--- config.mk ---
export PLATFORM = sky130hd
export DESIGN_NAME = ee_page_cmd_ctrl
export DESIGN_NICKNAME = d
export VERILOG_FILES = /design/src/rtl/ee_cmd_pkg.sv /design/src/rtl/ee_page_buf.sv /design/src/rtl/ee_frame_fsm.sv /design/src/rtl/ee_prog_engine.sv /design/src/rtl/ee_page_cmd_ctrl.sv
export SDC_FILE = /design/constraint.sdc
export NUM_CORES = 1
export LEC_CHECK = 0
export CAP_MARGIN = 40
export CORE_MARGIN = 3
export CORE_UTILIZATION = 46
export CTS_BUF_LIST = sky130_fd_sc_hd__clkbuf_4 sky130_fd_sc_hd__clkbuf_8
export DETAILED_ROUTE_END_ITERATION = 12
export DONT_BUFFER_PORTS = 1
export MAX_ROUTING_LAYER = met4
export PLACE_DENSITY_LB_ADDON = 0.3
export SLEW_MARGIN = 15
export SYNTH_ARGS = -nofsm -noshare
export SYNTH_HDL_FRONTEND = slang
export SYNTH_SLANG_ARGS = --single-unit
--- constraint.sdc ---
create_clock -name clk -period 3.5 [get_ports clk]
set_clock_uncertainty 0.05 [all_clocks]
set_input_delay 0.35 -clock clk [delete_from_list [all_inputs] [get_ports clk]]
set_output_delay 0.35 -clock clk [all_outputs]
set_load 0.05 [all_outputs]
--- src/rtl/ee_cmd_pkg.sv ---
package ee_cmd_pkg;

    typedef enum logic [3:0] {
        F_IDLE,
        F_OPC,
        F_AH,
        F_AL,
        F_RD,
        F_WD,
        F_SD,
        F_SR,
        F_SKIP
    } frame_st_t;

    typedef enum logic [2:0] {
        E_IDLE,
        E_CHECK,
        E_PROG,
        E_TIMER,
        E_DONE
    } eng_st_t;

    localparam logic [2:0] CMD_SETWE = 3'b110;
    localparam logic [2:0] CMD_CLRWE = 3'b100;
    localparam logic [2:0] CMD_STRD  = 3'b101;
    localparam logic [2:0] CMD_STWR  = 3'b001;
    localparam logic [2:0] CMD_ARD   = 3'b011;
    localparam logic [2:0] CMD_PGWR  = 3'b010;

endpackage

--- src/rtl/ee_page_buf.sv ---
module ee_page_buf #(
    parameter int PAGE_BYTES = 128,
    localparam int IDX_W = $clog2(PAGE_BYTES)
) (
    input  logic             clk,
    input  logic             rst_n,
    input  logic             clr,
    input  logic             we,
    input  logic [IDX_W-1:0] wr_idx,
    input  logic [7:0]       wdata,
    input  logic [IDX_W-1:0] rd_idx,
    output logic [7:0]       rd_data,
    output logic             rd_valid
);

    logic [7:0]            slot [PAGE_BYTES];
    logic [PAGE_BYTES-1:0] filled;

    always_ff @(posedge clk or negedge rst_n) begin
        if (!rst_n) begin
            filled <= '0;
        end else if (clr) begin
            filled <= '0;
        end else if (we) begin
            filled[wr_idx] <= 1'b1;
        end
    end

    always_ff @(posedge clk) begin
        if (we) begin
            slot[wr_idx] <= wdata;
        end
    end

    assign rd_data  = slot[rd_idx];
    assign rd_valid = filled[rd_idx];

endmodule

--- src/rtl/ee_frame_fsm.sv ---
module ee_frame_fsm
    import ee_cmd_pkg::*;
#(
    parameter int ADDR_W = 15,
    parameter int IDX_W  = 7,
    localparam int PAGE_W = ADDR_W - IDX_W
) (
    input  logic              clk,
    input  logic              rst_n,
    input  logic              cs_fall,
    input  logic              cs_rise,
    input  logic              cs_aligned,
    input  logic              rx_valid,
    input  logic [7:0]        rx_byte,
    input  logic              busy,
    input  logic              wc_done,
    input  logic [7:0]        status_byte,
    input  logic [7:0]        mem_rdata,
    output logic [7:0]        tx_byte,
    output logic              tx_load,
    output logic              tx_oe,
    output logic              fetch,
    output logic [ADDR_W-1:0] fetch_addr,
    output logic              wel,
    output logic              buf_clr,
    output logic              buf_we,
    output logic [IDX_W-1:0]  buf_idx,
    output logic [7:0]        buf_wdata,
    output logic              commit_wr,
    output logic              commit_sr,
    output logic [PAGE_W-1:0] commit_page,
    output logic [2:0]        sr_new
);

    frame_st_t         state, nxt;
    logic [ADDR_W-1:0] addr_q;
    logic [IDX_W-1:0]  wr_idx;
    logic              is_rd, got_data, fetch_q, cap_q;
    logic              ev, op_ok, op_take;
    logic [2:0]        cmd;

    assign ev      = rx_valid && !cs_fall && !cs_rise;
    assign cmd     = rx_byte[2:0];
    assign op_ok   = (rx_byte[7:4] == 4'b0000);
    assign op_take = ev && (state == F_OPC) && op_ok && (!busy || cmd == CMD_STRD);

    always_ff @(posedge clk or negedge rst_n) begin
        if (!rst_n) state <= F_IDLE;
        else        state <= nxt;
    end

    always_comb begin
        nxt = state;
        if (cs_fall) begin
            nxt = F_OPC;
        end else if (cs_rise) begin
            nxt = F_IDLE;
        end else if (rx_valid) begin
            unique case (state)
                F_OPC: begin
                    if (!op_take) begin
                        nxt = F_SKIP;
                    end else begin
                        unique case (cmd)
                            CMD_STRD: nxt = F_SR;
                            CMD_STWR: nxt = wel ? F_SD : F_SKIP;
                            CMD_ARD:  nxt = F_AH;
                            CMD_PGWR: nxt = wel ? F_AH : F_SKIP;
                            default:  nxt = F_SKIP;
                        endcase
                    end
                end
                F_AH:   nxt = F_AL;
                F_AL:   nxt = is_rd ? F_RD : F_WD;
                F_IDLE, F_RD, F_WD, F_SD, F_SR, F_SKIP: nxt = state;
                default: nxt = F_IDLE;
            endcase
        end
    end

    always_ff @(posedge clk or negedge rst_n) begin
        if (!rst_n) begin
            tx_byte  <= '0;
            tx_load  <= 1'b0;
            wel      <= 1'b0;
            addr_q   <= '0;
            wr_idx   <= '0;
            is_rd    <= 1'b0;
            got_data <= 1'b0;
            fetch_q  <= 1'b0;
            cap_q    <= 1'b0;
            sr_new   <= '0;
        end else begin
            tx_load <= 1'b0;
            fetch_q <= 1'b0;
            cap_q   <= fetch_q;
            if (fetch_q) addr_q <= addr_q + ADDR_W'(1);
            if (cap_q) begin
                tx_byte <= mem_rdata;
                tx_load <= 1'b1;
            end
            if (wc_done) begin
                wel <= 1'b0;
            end else if (op_take && cmd == CMD_SETWE) begin
                wel <= 1'b1;
            end else if (op_take && cmd == CMD_CLRWE) begin
                wel <= 1'b0;
            end
            if (cs_fall) got_data <= 1'b0;
            if (ev) begin
                unique case (state)
                    F_OPC: begin
                        is_rd    <= (cmd == CMD_ARD);
                        got_data <= 1'b0;
                        if (op_take && cmd == CMD_STRD) begin
                            tx_byte <= status_byte;
                            tx_load <= 1'b1;
                        end
                    end
                    F_AH: addr_q <= {addr_q[ADDR_W-9:0], rx_byte};
                    F_AL: begin
                        addr_q  <= {addr_q[ADDR_W-9:0], rx_byte};
                        wr_idx  <= rx_byte[IDX_W-1:0];
                        fetch_q <= is_rd;
                    end
                    F_RD: fetch_q <= 1'b1;
                    F_WD: begin
                        wr_idx   <= wr_idx + IDX_W'(1);
                        got_data <= 1'b1;
                    end
                    F_SD: begin
                        if (!got_data) sr_new <= {rx_byte[7], rx_byte[3:2]};
                        got_data <= 1'b1;
                    end
                    F_SR: begin
                        tx_byte <= status_byte;
                        tx_load <= 1'b1;
                    end
                    F_IDLE, F_SKIP: ;
                    default: ;
                endcase
            end
        end
    end

    assign tx_oe       = (state == F_RD) || (state == F_SR);
    assign fetch       = fetch_q;
    assign fetch_addr  = addr_q;
    assign buf_clr     = ev && (state == F_AL) && !is_rd;
    assign buf_we      = ev && (state == F_WD);
    assign buf_idx     = wr_idx;
    assign buf_wdata   = rx_byte;
    assign commit_wr   = cs_rise && cs_aligned && (state == F_WD) && got_data;
    assign commit_sr   = cs_rise && cs_aligned && (state == F_SD) && got_data;
    assign commit_page = addr_q[ADDR_W-1:IDX_W];

    assert_page_frame_has_wel_R5: assert property (@(posedge clk) disable iff (!rst_n)
        (state == F_WD || state == F_SD) |-> wel);

    assert_no_stream_after_bad_op_R3: assert property (@(posedge clk) disable iff (!rst_n)
        (state == F_SKIP && !cs_fall) |=> !tx_load || $past(cap_q));

endmodule

--- src/rtl/ee_prog_engine.sv ---
module ee_prog_engine
    import ee_cmd_pkg::*;
#(
    parameter int ADDR_W    = 15,
    parameter int IDX_W     = 7,
    parameter int WC_CYCLES = 400,
    localparam int PAGE_W = ADDR_W - IDX_W,
    localparam int CNT_W  = $clog2(WC_CYCLES + 1)
) (
    input  logic              clk,
    input  logic              rst_n,
    input  logic              commit_wr,
    input  logic              commit_sr,
    input  logic [PAGE_W-1:0] commit_page,
    input  logic [2:0]        sr_new,
    input  logic              prot_grant,
    input  logic [7:0]        buf_data,
    input  logic              buf_valid,
    output logic [IDX_W-1:0]  buf_rd_idx,
    output logic              busy,
    output logic              wc_done,
    output logic              prot_req,
    output logic              prot_status,
    output logic [ADDR_W-1:0] prot_addr,
    output logic              mem_we,
    output logic [ADDR_W-1:0] mem_addr,
    output logic [7:0]        mem_wdata,
    output logic [1:0]        sr_bp,
    output logic              sr_wpen
);

    eng_st_t           state, nxt;
    logic [PAGE_W-1:0] page;
    logic [IDX_W-1:0]  idx;
    logic [CNT_W-1:0]  cnt;
    logic              is_sr;
    logic [2:0]        sr_stage;

    always_ff @(posedge clk or negedge rst_n) begin
        if (!rst_n) state <= E_IDLE;
        else        state <= nxt;
    end

    always_comb begin
        nxt = state;
        unique case (state)
            E_IDLE:  if (commit_wr || commit_sr) nxt = E_CHECK;
            E_CHECK: nxt = !prot_grant ? E_IDLE : (is_sr ? E_TIMER : E_PROG);
            E_PROG:  if (idx == IDX_W'((1 << IDX_W) - 1)) nxt = E_TIMER;
            E_TIMER: if (cnt == CNT_W'(WC_CYCLES - 1)) nxt = E_DONE;
            E_DONE:  nxt = E_IDLE;
            default: nxt = E_IDLE;
        endcase
    end

    always_ff @(posedge clk or negedge rst_n) begin
        if (!rst_n) begin
            page     <= '0;
            idx      <= '0;
            cnt      <= '0;
            is_sr    <= 1'b0;
            sr_stage <= '0;
            sr_bp    <= '0;
            sr_wpen  <= 1'b0;
        end else begin
            unique case (state)
                E_IDLE: begin
                    if (commit_wr || commit_sr) begin
                        page     <= commit_page;
                        is_sr    <= commit_sr;
                        sr_stage <= sr_new;
                    end
                    idx <= '0;
                    cnt <= '0;
                end
                E_CHECK: ;
                E_PROG:  idx <= idx + IDX_W'(1);
                E_TIMER: cnt <= cnt + CNT_W'(1);
                E_DONE: begin
                    if (is_sr) begin
                        sr_wpen <= sr_stage[2];
                        sr_bp   <= sr_stage[1:0];
                    end
                end
                default: ;
            endcase
        end
    end

    assign busy        = (state != E_IDLE);
    assign wc_done     = (state == E_DONE);
    assign prot_req    = (state == E_CHECK);
    assign prot_status = is_sr;
    assign prot_addr   = {page, {IDX_W{1'b0}}};
    assign buf_rd_idx  = idx;
    assign mem_we      = (state == E_PROG) && buf_valid;
    assign mem_addr    = {page, idx};
    assign mem_wdata   = buf_data;

    assert_done_single_cycle_R9: assert property (@(posedge clk) disable iff (!rst_n)
        wc_done |=> !wc_done);

    assert_done_releases_busy_R9: assert property (@(posedge clk) disable iff (!rst_n)
        wc_done |=> !busy);

    assert_refusal_blocks_write_R11: assert property (@(posedge clk) disable iff (!rst_n)
        (prot_req && !prot_grant) |=> (!mem_we && !wc_done));

endmodule

--- src/rtl/ee_page_cmd_ctrl.sv ---
module ee_page_cmd_ctrl #(
    parameter int ADDR_W     = 15,
    parameter int PAGE_BYTES = 128,
    parameter int WC_CYCLES  = 400,
    localparam int IDX_W  = $clog2(PAGE_BYTES),
    localparam int PAGE_W = ADDR_W - IDX_W
) (
    input  logic              clk,
    input  logic              rst_n,
    input  logic              cs_fall,
    input  logic              cs_rise,
    input  logic              cs_aligned,
    input  logic              rx_valid,
    input  logic [7:0]        rx_byte,
    output logic [7:0]        tx_byte,
    output logic              tx_load,
    output logic              tx_oe,
    output logic              mem_en,
    output logic              mem_we,
    output logic [ADDR_W-1:0] mem_addr,
    output logic [7:0]        mem_wdata,
    input  logic [7:0]        mem_rdata,
    output logic              prot_req,
    output logic              prot_status,
    output logic [ADDR_W-1:0] prot_addr,
    input  logic              prot_grant,
    output logic [1:0]        sr_bp,
    output logic              sr_wpen,
    output logic              busy,
    output logic              wc_done
);

    logic              fr_fetch, wel, buf_clr, buf_we, commit_wr, commit_sr;
    logic              eng_we, buf_valid;
    logic [ADDR_W-1:0] fr_addr, eng_addr;
    logic [IDX_W-1:0]  buf_wr_idx, buf_rd_idx;
    logic [7:0]        buf_wdata, buf_data, status_byte;
    logic [PAGE_W-1:0] commit_page;
    logic [2:0]        sr_new;

    assign status_byte = busy ? 8'hFF : {sr_wpen, 3'b000, sr_bp, wel, 1'b0};

    ee_frame_fsm #(.ADDR_W(ADDR_W), .IDX_W(IDX_W)) u_frame (
        .clk(clk), .rst_n(rst_n),
        .cs_fall(cs_fall), .cs_rise(cs_rise), .cs_aligned(cs_aligned),
        .rx_valid(rx_valid), .rx_byte(rx_byte),
        .busy(busy), .wc_done(wc_done), .status_byte(status_byte),
        .mem_rdata(mem_rdata),
        .tx_byte(tx_byte), .tx_load(tx_load), .tx_oe(tx_oe),
        .fetch(fr_fetch), .fetch_addr(fr_addr), .wel(wel),
        .buf_clr(buf_clr), .buf_we(buf_we), .buf_idx(buf_wr_idx), .buf_wdata(buf_wdata),
        .commit_wr(commit_wr), .commit_sr(commit_sr), .commit_page(commit_page),
        .sr_new(sr_new)
    );

    ee_page_buf #(.PAGE_BYTES(PAGE_BYTES)) u_buf (
        .clk(clk), .rst_n(rst_n),
        .clr(buf_clr), .we(buf_we), .wr_idx(buf_wr_idx), .wdata(buf_wdata),
        .rd_idx(buf_rd_idx), .rd_data(buf_data), .rd_valid(buf_valid)
    );

    ee_prog_engine #(.ADDR_W(ADDR_W), .IDX_W(IDX_W), .WC_CYCLES(WC_CYCLES)) u_eng (
        .clk(clk), .rst_n(rst_n),
        .commit_wr(commit_wr), .commit_sr(commit_sr), .commit_page(commit_page),
        .sr_new(sr_new), .prot_grant(prot_grant),
        .buf_data(buf_data), .buf_valid(buf_valid), .buf_rd_idx(buf_rd_idx),
        .busy(busy), .wc_done(wc_done),
        .prot_req(prot_req), .prot_status(prot_status), .prot_addr(prot_addr),
        .mem_we(eng_we), .mem_addr(eng_addr), .mem_wdata(mem_wdata),
        .sr_bp(sr_bp), .sr_wpen(sr_wpen)
    );

    assign mem_en   = eng_we | fr_fetch;
    assign mem_we   = eng_we;
    assign mem_addr = busy ? eng_addr : fr_addr;

    assert_no_array_read_while_busy_R10: assert property (@(posedge clk) disable iff (!rst_n)
        busy |-> !fr_fetch);

    assert_write_only_when_busy_R9: assert property (@(posedge clk) disable iff (!rst_n)
        mem_we |-> busy);

endmodule

==> out/metrics.csv, run 1 <==
stage;metric;value;unit
synth;Synth top area share;62.8;%
routing;drt initial violations;3138;
clocking;CTS tree;yes;
worst_setup_path;worst-path maximum fanout;16;
routing;total wire length;122000;um
placement;GPL Wtd Cong;0.822;
worst_setup_path;crit start category;flop;
floorplan;Chip Height;332;um
synth;Cell Area, Synth;49000;um^2
floorplan;Die X;332;um
synth;multiplexer area fraction after synthesis;17.9;%
timing;f_max;238;MHz
clocking;clock buffer depth;3;
timing;PnR worst setup slack;-696;ps
clocking;later-pin clock latency in the skew report;850;ps
run;max_cap viols;0;
clocking;Hold Buf Count CTS;31;
routing;DR vias;26100;
grt;first-pass GRT wire length;180000;um
placement;hpwl dp;73200;um
timing;Slew headroom;45.3;%
worst_setup_path;Register-to-Register Path Depth;6;
routing;WL per Instance;28.0;um
power_and_ir_drop;Clk pwr share;42.7;%
grt;initial antenna violation count;1;
synth;sequential fraction of the synthesis area;73.3;%
synth;Synth Register Bits;1229;
synth;Yosys warning total;0;
synth;Post-synth EDFFs;1024;
timing;RSZ-0062 raised after global routing;true;
floorplan;# rows;119;
power_and_ir_drop;worst vdd ir;307;uV
grt;vias in the first global route;26800;
worst_setup_path;slack of the worst reg-to-reg path;480;ps
hold_path;HP Class;in -> async;
worst_setup_path;CP endpoint kind;output pin;
synth;syn_area_per_cell;19.8;um^2
floorplan;Die ar.;110000;um^2
power_and_ir_drop;Reg power frac;56.0;%
power_and_ir_drop;net switching power figure;5.92;mW
routing;Antenna Violating Nets Remaining;0;
routing;DRT Pass-1 Iters;6;
power_and_ir_drop;combinational power share;1.3;%
synth;most frequent cell after synthesis;edfxtp_1;
synth;Post-Syn Instances;2475;
clocking;Num CTS Buffers;191;
floorplan;Core ar.;105000;um^2
synth;Synth Area in Compound Gates;3.38;%
floorplan;initial core utilization;46.4;%
clocking;Sink Count;1229;
worst_setup_path;WP data arrival;3800;ps
routing;Residual DRC;0;
synth;top cells by area, synth;edfxtp_1, mux4_2, dfrtp_1;
finish;Layout Nets;2846;
timing;fin crit period;4200;ps
timing;hold_ws;-831;ps
power_and_ir_drop;pwr/cell area;497;nW/um^2
timing;Tcrit/Tclk final;120;%
synth;FFs w/ async S/R, synth;16.7;%
clocking;root buffer cell;clkbuf_8;
grt;All-Layer GR Usage;22.9;%
grt;largest net degree at the start of global routing;206;
synth;post-synthesis adder-cell area fraction;0.102;%
timing;# setup viols final;10;
worst_setup_path;reg-to-reg endpoint;u_buf.slot[38][6];
clocking;H-tree depth;4;
worst_setup_path;worst setup path class;reg -> out;
timing;fin. max-slew vios;0;
power_and_ir_drop;P_int;22.6;mW
synth;xor/xnor share of the synthesized area;0.268;%
outcome;failing checks;negative hold slack, negative setup slack;
synth;largest family of logic cells by synthesized area;multiplexers;
finish;share of layout cells above drive strength 1;34.0;%
power_and_ir_drop;sw frac;20.8;%
timing;Hold Fails Final Rpt;205;
floorplan;I/O pin total;80;
power_and_ir_drop;post-layout power;28.5;mW
power_and_ir_drop;Pleak;19.1;nW
synth;simple-gate portion of the synthesized area;3.61;%
synth;Synth cell types;57;
clocking;clock slew at reported path FFs;60;ps
routing;Via density;5.97;
timing;Worst Tran Pin Value;818;ps
worst_setup_path;Worst EP required;3100;ps
synth;Commonest cells post-synth;edfxtp_1, mux4_2, dfrtp_1;
placement;PortBufs;0;
finish;synth-to-layout area growth;17.0;%
synth;post-synth top area cell;edfxtp_1;
finish;final core occ;54.3;%
worst_setup_path;worst r2r src;u_frame.state[1];
timing;final setup TNS;-6630;ps
outcome;status;finished with violations;
grt;grt ovf;0;
synth;Most used DFF post-synth;edfxtp_1;
cell usage in the layout (no fill, tap or decap), types with 10 or more instances in the layout:
master	Yosys	routed
edfxtp_1	1024	1024
mux4_2	357	357
buf_4	10	212
clkbuf_8	0	205
dfrtp_1	205	200
nor2_1	176	176
o21a_1	133	133
nand2_1	109	109
clkbuf_4	0	71
a21oi_1	39	39
mux2i_1	34	34
clkinv_1	2	33
clkinv_2	0	33
o21ai_0	32	31
mux2_2	35	27
buf_12	0	24
dlygate4sd3_1	0	23
nand3_1	23	22
buf_16	0	20
nor3_1	15	15
nor2b_1	12	12
nand4_1	10	10
power groups by stage:
stage | Combinational, mW | Clock (mW) | Sequential [mW]
floorplan | 0.0934 | 0 | 16.2
global placement | 0.0991 | 0 | 16.2
detailed placement | 0.104 | 0 | 16.2
CTS | 0.362 | 12.4 | 16.0
global route | 0.391 | 13.1 | 15.9
finish | 0.362 | 12.2 | 16.0
critical path, cell delays in order (launching register included):
cell	delay [ps]
dfrtp_4	450
buf_12	220
buf_6	190
mux4_2	560
mux4_2	550
mux4_2	540
mux2_4	390
flip-flops by register name (all words and copies together), names as in the netlist, 2 cells and up:
name                cells
u_eng.sr_bp             2
u_frame.buf_idx         7
u_eng.state             3
u_frame.sr_new          3
u_eng.page              8
u_buf.slot           1024
u_frame.tx_byte         8
u_eng.buf_rd_idx        7
u_eng.cnt               9
u_buf.filled          128
u_frame.fetch_addr     15
u_frame.state           4
u_eng.sr_stage          3
area by class of cell:
type | count | area (um^2)
antenna | 2 | 5.00
clock buffer | 276 | 3350
clock inverter | 82 | 584
fill | 8041 | 48100
inverter | 7 | 26.3
multi-input combinational | 1092 | 12500
sequential | 1229 | 35900
tap | 1391 | 1740
timing repair buffer | 298 | 3200
worst max-delay path by stage:
stage / startpoint / endpoint / slack (ps) / cells past startpoint
global route: u_eng.buf_rd_idx[0] / mem_wdata[5] / -780 / 6
detailed placement: u_eng.buf_rd_idx[0] / mem_wdata[2] / 40 / 6
global placement: u_eng.buf_rd_idx[0] / mem_wdata[2] / 40 / 6
floorplan: u_eng.buf_rd_idx[0] / mem_en / 120 / 11
finish: u_eng.buf_rd_idx[0] / mem_wdata[4] / -700 / 6
CTS: u_eng.buf_rd_idx[0] / mem_wdata[0] / -820 / 7
layer usage:
layer  part of all wire (%)  GRT usage, %
met1                     41          31.9
met2                     49          35.1
met3                    8.4          4.46
met4                    1.9          5.75
met5                      0             -
what timing repair did:
item | 4_1_cts | 5_1_grt
resized for setup | 26 | 14
cloned | 4 | 7
pin swaps | 3 | 3
hold endpoints to repair | 1267 | 205
endpoints found under the setup margin | 11 | 15
buffers inserted | 9 | 9
logic make-up after synthesis:
kind of cell    count (synthesis)
compound gates                242
other cells                     1
buf+inv                       160
simple gates                  398
fa+ha+maj                       4
mux                           426
flops                        1229
xor+xnor                       15
stage by stage:
stage,area [um^2],setup WS (ps),std cells
after global placement,52200,39.5,3952
final,57300,-696,4377
after floorplan,49000,122,2481
after detailed placement,52200,41.5,3955
after CTS,56900,-816,4357
after global routing,57300,-784,4377
(Power assumes the default switching activity.)
==> inputs of run 2 (changes only) <==
--- a/config.mk
+++ b/config.mk
@@ -5,12 +5,12 @@
 export SDC_FILE = /design/constraint.sdc
 export NUM_CORES = 1
 export LEC_CHECK = 0
+export BUFFER_PORTS_ARGS = -buffer_cell sky130_fd_sc_hd__buf_2
 export CAP_MARGIN = 40
 export CORE_MARGIN = 3
 export CORE_UTILIZATION = 46
 export CTS_BUF_LIST = sky130_fd_sc_hd__clkbuf_4 sky130_fd_sc_hd__clkbuf_8
 export DETAILED_ROUTE_END_ITERATION = 12
-export DONT_BUFFER_PORTS = 1
 export MAX_ROUTING_LAYER = met4
 export PLACE_DENSITY_LB_ADDON = 0.3
 export SLEW_MARGIN = 15
==> out/metrics.csv, run 2 (same netlist as run 1, synthesis figures left out) <==
stage;metric;value;unit;change
outcome;status;finished with violations;;unchanged
outcome;failing checks;negative setup slack;;was negative hold slack, negative setup slack
worst_setup_path;worst-path maximum fanout;15;;was 16
routing;met3 wire len;10100;um;was 10300 um
clocking;Num CTS Buffers;191;;unchanged
worst_setup_path;crit-path most repeated cell;mux4_2;;unchanged
routing;Residual DRC;0;;unchanged
timing;# setup viols final;10;;unchanged
routing;drt initial violations;2917;;was 3138
finish;synth-to-layout area growth;18.0;%;was 17.0%
grt;All-Layer GR Usage;23.4;%;was 22.9%
finish;share of layout cells above drive strength 1;35.2;%;was 34.0%
placement;Placed Cells;4032;;was 3955
worst_setup_path;Register-to-Register Path Depth;5;;was 6
floorplan;Die X;332;um;unchanged
timing;f_max;228;MHz;was 238 MHz
clocking;clock slew at reported path FFs;60;ps;about the same
routing;routed wl met2;60800;um;was 59500 um
clocking;clock buffer depth;3;;unchanged
placement;GPL Wtd Cong;0.834;;was 0.822
finish;most frequent cells in the layout;edfxtp_1, mux4_2, buf_4, dfrtp_1, clkbuf_8;;was edfxtp_1, mux4_2, buf_4, clkbuf_8, dfrtp_1
worst_setup_path;worst setup path class;reg -> out;;unchanged
finish;fillers;8010;;was 8041
run;max_cap viols;0;;unchanged
timing;fin crit period;4380;ps;was 4200 ps
finish;Largest Register;u_buf.slot;;unchanged
floorplan;Core ar.;105000;um^2;unchanged
grt;grt ovf;0;;unchanged
grt;first-pass GRT wire length;184000;um;was 180000 um
power_and_ir_drop;Pleak;19.5;nW;was 19.1 nW
grt;largest net degree at the start of global routing;130;;was 206
clocking;H-tree depth;4;;unchanged
routing;uppermost routed layer;met4;;unchanged
worst_setup_path;CP peak stage delay;560;ps;about the same
floorplan;Die ar.;110000;um^2;unchanged
routing;WL per Instance;28.1;um;was 28.0 um
clocking;Sink Count;1229;;unchanged
floorplan;I/O pin total;80;;unchanged
worst_setup_path;critical path, cell by cell;buf_6 > buf_12 > buf_16 > mux4_2 > mux4_2 > mux4_2 > mux2_4 > buf_8;;was buf_12 > buf_6 > mux4_2 > mux4_2 > mux4_2 > mux2_4
routing;DRT Pass-1 Iters;5;;was 6
placement;Area after DPL;52800;um^2;was 52200 um^2
timing;RSZ-0062 raised after global routing;true;;unchanged
grt;initial antenna violation count;3;;was 1
worst_setup_path;worst r2r src;u_frame.state[1];;unchanged
finish;commonest non-fill, non-tap cell in the layout;edfxtp_1;;unchanged
power_and_ir_drop;pwr/cell area;493;nW/um^2;was 497 nW/um^2
clocking;CTS tree;yes;;unchanged
placement;PortBufs;72;;was 0
timing;Worst Tran Pin Value;854;ps;was 818 ps
routing;Via density;5.90;;was 5.97
timing;Hold Fails Final Rpt;0;;was 205
power_and_ir_drop;worst vdd ir;286;uV;was 307 uV
hold_path;Hold Path Origin;rx_byte[4];;
worst_setup_path;CP endpoint kind;output pin;;unchanged
worst_setup_path;Worst EP required;3100;ps;about the same
routing;total wire length;125000;um;was 122000 um
placement;hpwl dp;77500;um;was 73200 um
finish;Largest register FFs;1024;;unchanged
hold_path;HP Class;in -> reg;;was in -> async
grt;vias in the first global route;27300;;was 26800
routing;Antenna Violating Nets Remaining;0;;unchanged
clocking;root buffer cell;clkbuf_8;;unchanged
finish;Non-Filler Instances;4452;;was 4377
routing;DR vias;26300;;was 26100
timing;fin. max-slew vios;0;;unchanged
finish;final core occ;54.8;%;was 54.3%
routing;met1 WL;51100;um;was 50300 um
worst_setup_path;crit path launch;u_eng.buf_rd_idx[0];;unchanged
worst_setup_path;WP data arrival;3980;ps;was 3800 ps
finish;Layout Nets;2923;;was 2846
worst_setup_path;crit start category;flop;;unchanged
floorplan;# rows;119;;unchanged
finish;fin area;57700;um^2;was 57300 um^2
floorplan;Chip Height;332;um;unchanged
worst_setup_path;Slowest-stage cell, CP;mux4_2;;unchanged
floorplan;initial core utilization;46.4;%;unchanged
timing;PnR worst setup slack;-880;ps;was -696 ps
timing;Slew headroom;43.0;%;was 45.3%
timing;Tcrit/Tclk final;125;%;was 120%
clocking;later-pin clock latency in the skew report;860;ps;was 850 ps
hold_path;hold path cells;5;;
timing;hold_ws;83.6;ps;was -831 ps
==> run 2: cell count changes in the layout (fill, tap and decap cells not counted), moves of 3 or more <==
cell,previous run,this run
buf_2,0,54
clkinv_2,33,16
clkinv_1,33,49
buf_12,24,38
buf_4,212,223
buf_16,20,14
clkbuf_8,205,199
buf_6,8,13
clkbuf_4,71,76
mux2i_1,34,31
mux2i_4,0,3
==> run 2: layer usage <==
layer	global-route usage [%]	vias up
li1	-	10900
met1	31.9	14000
met2	36.1	1181
met3	4.78	217
met4	7.22	0
met5	-	-
==> run 2: worst paths after layout <==
check / to / slack, ps
max: mem_wdata[4] / -880
min: u_frame.state[1] / 80
max reg2reg: u_buf.slot[105][1] / 330
min reg2reg: u_eng.cnt[8] / 430
max in group asynchronous: u_buf.filled[67] / 2110
min in group asynchronous: u_buf.filled[54] / 490
==> run 2: power breakdown <==
group | leakage [nW] | switching (mW) | internal (mW)
logic | 5.49 | 0.372 | 0.109
clock network | 2.04 | 5.55 | 6.49
registers | 11.9 | 0.0335 | 15.9
==> run 2: layout make-up <==
type,instances,area (um^2),share of cell area (%)
flip-flops and latches,1229,35900,62.2
clock inverters,82,564,0.977
multi-input cells,1092,12500,21.7
inverters,7,27.5,0.0477
diodes,1,2.50,0.00433
repair buffers,375,3700,6.40
clock buffers,275,3310,5.73
well taps,1391,1740,3.01
==> run 2: per-stage QoR <==
step / TNS, ps / total power [mW] / worst slack [ps]
after floorplan: 0 / 16.3 / 122
after global placement: -397 / 16.7 / -136
after detailed placement: -535 / 16.7 / -174
after CTS: -8310 / 28.7 / -920
after global routing: -8660 / 29.4 / -954
final: -7900 / 28.4 / -880
==> run 2: critical path, delay by kind of cell, from the launching register on <==
family	cells	cell delay, ps
buffers and inverters	4	620
flip-flops	1	480
multiplexers	4	2000
==> run 2: timing repair <==
item	CTS	global route
endpoints found under the hold margin	215	0
cloned	4	7
setup endpoints to repair	24	23
hold buffers	22	0
pin swaps	5	4
setup buffers	16	14
gates resized for setup	53	17
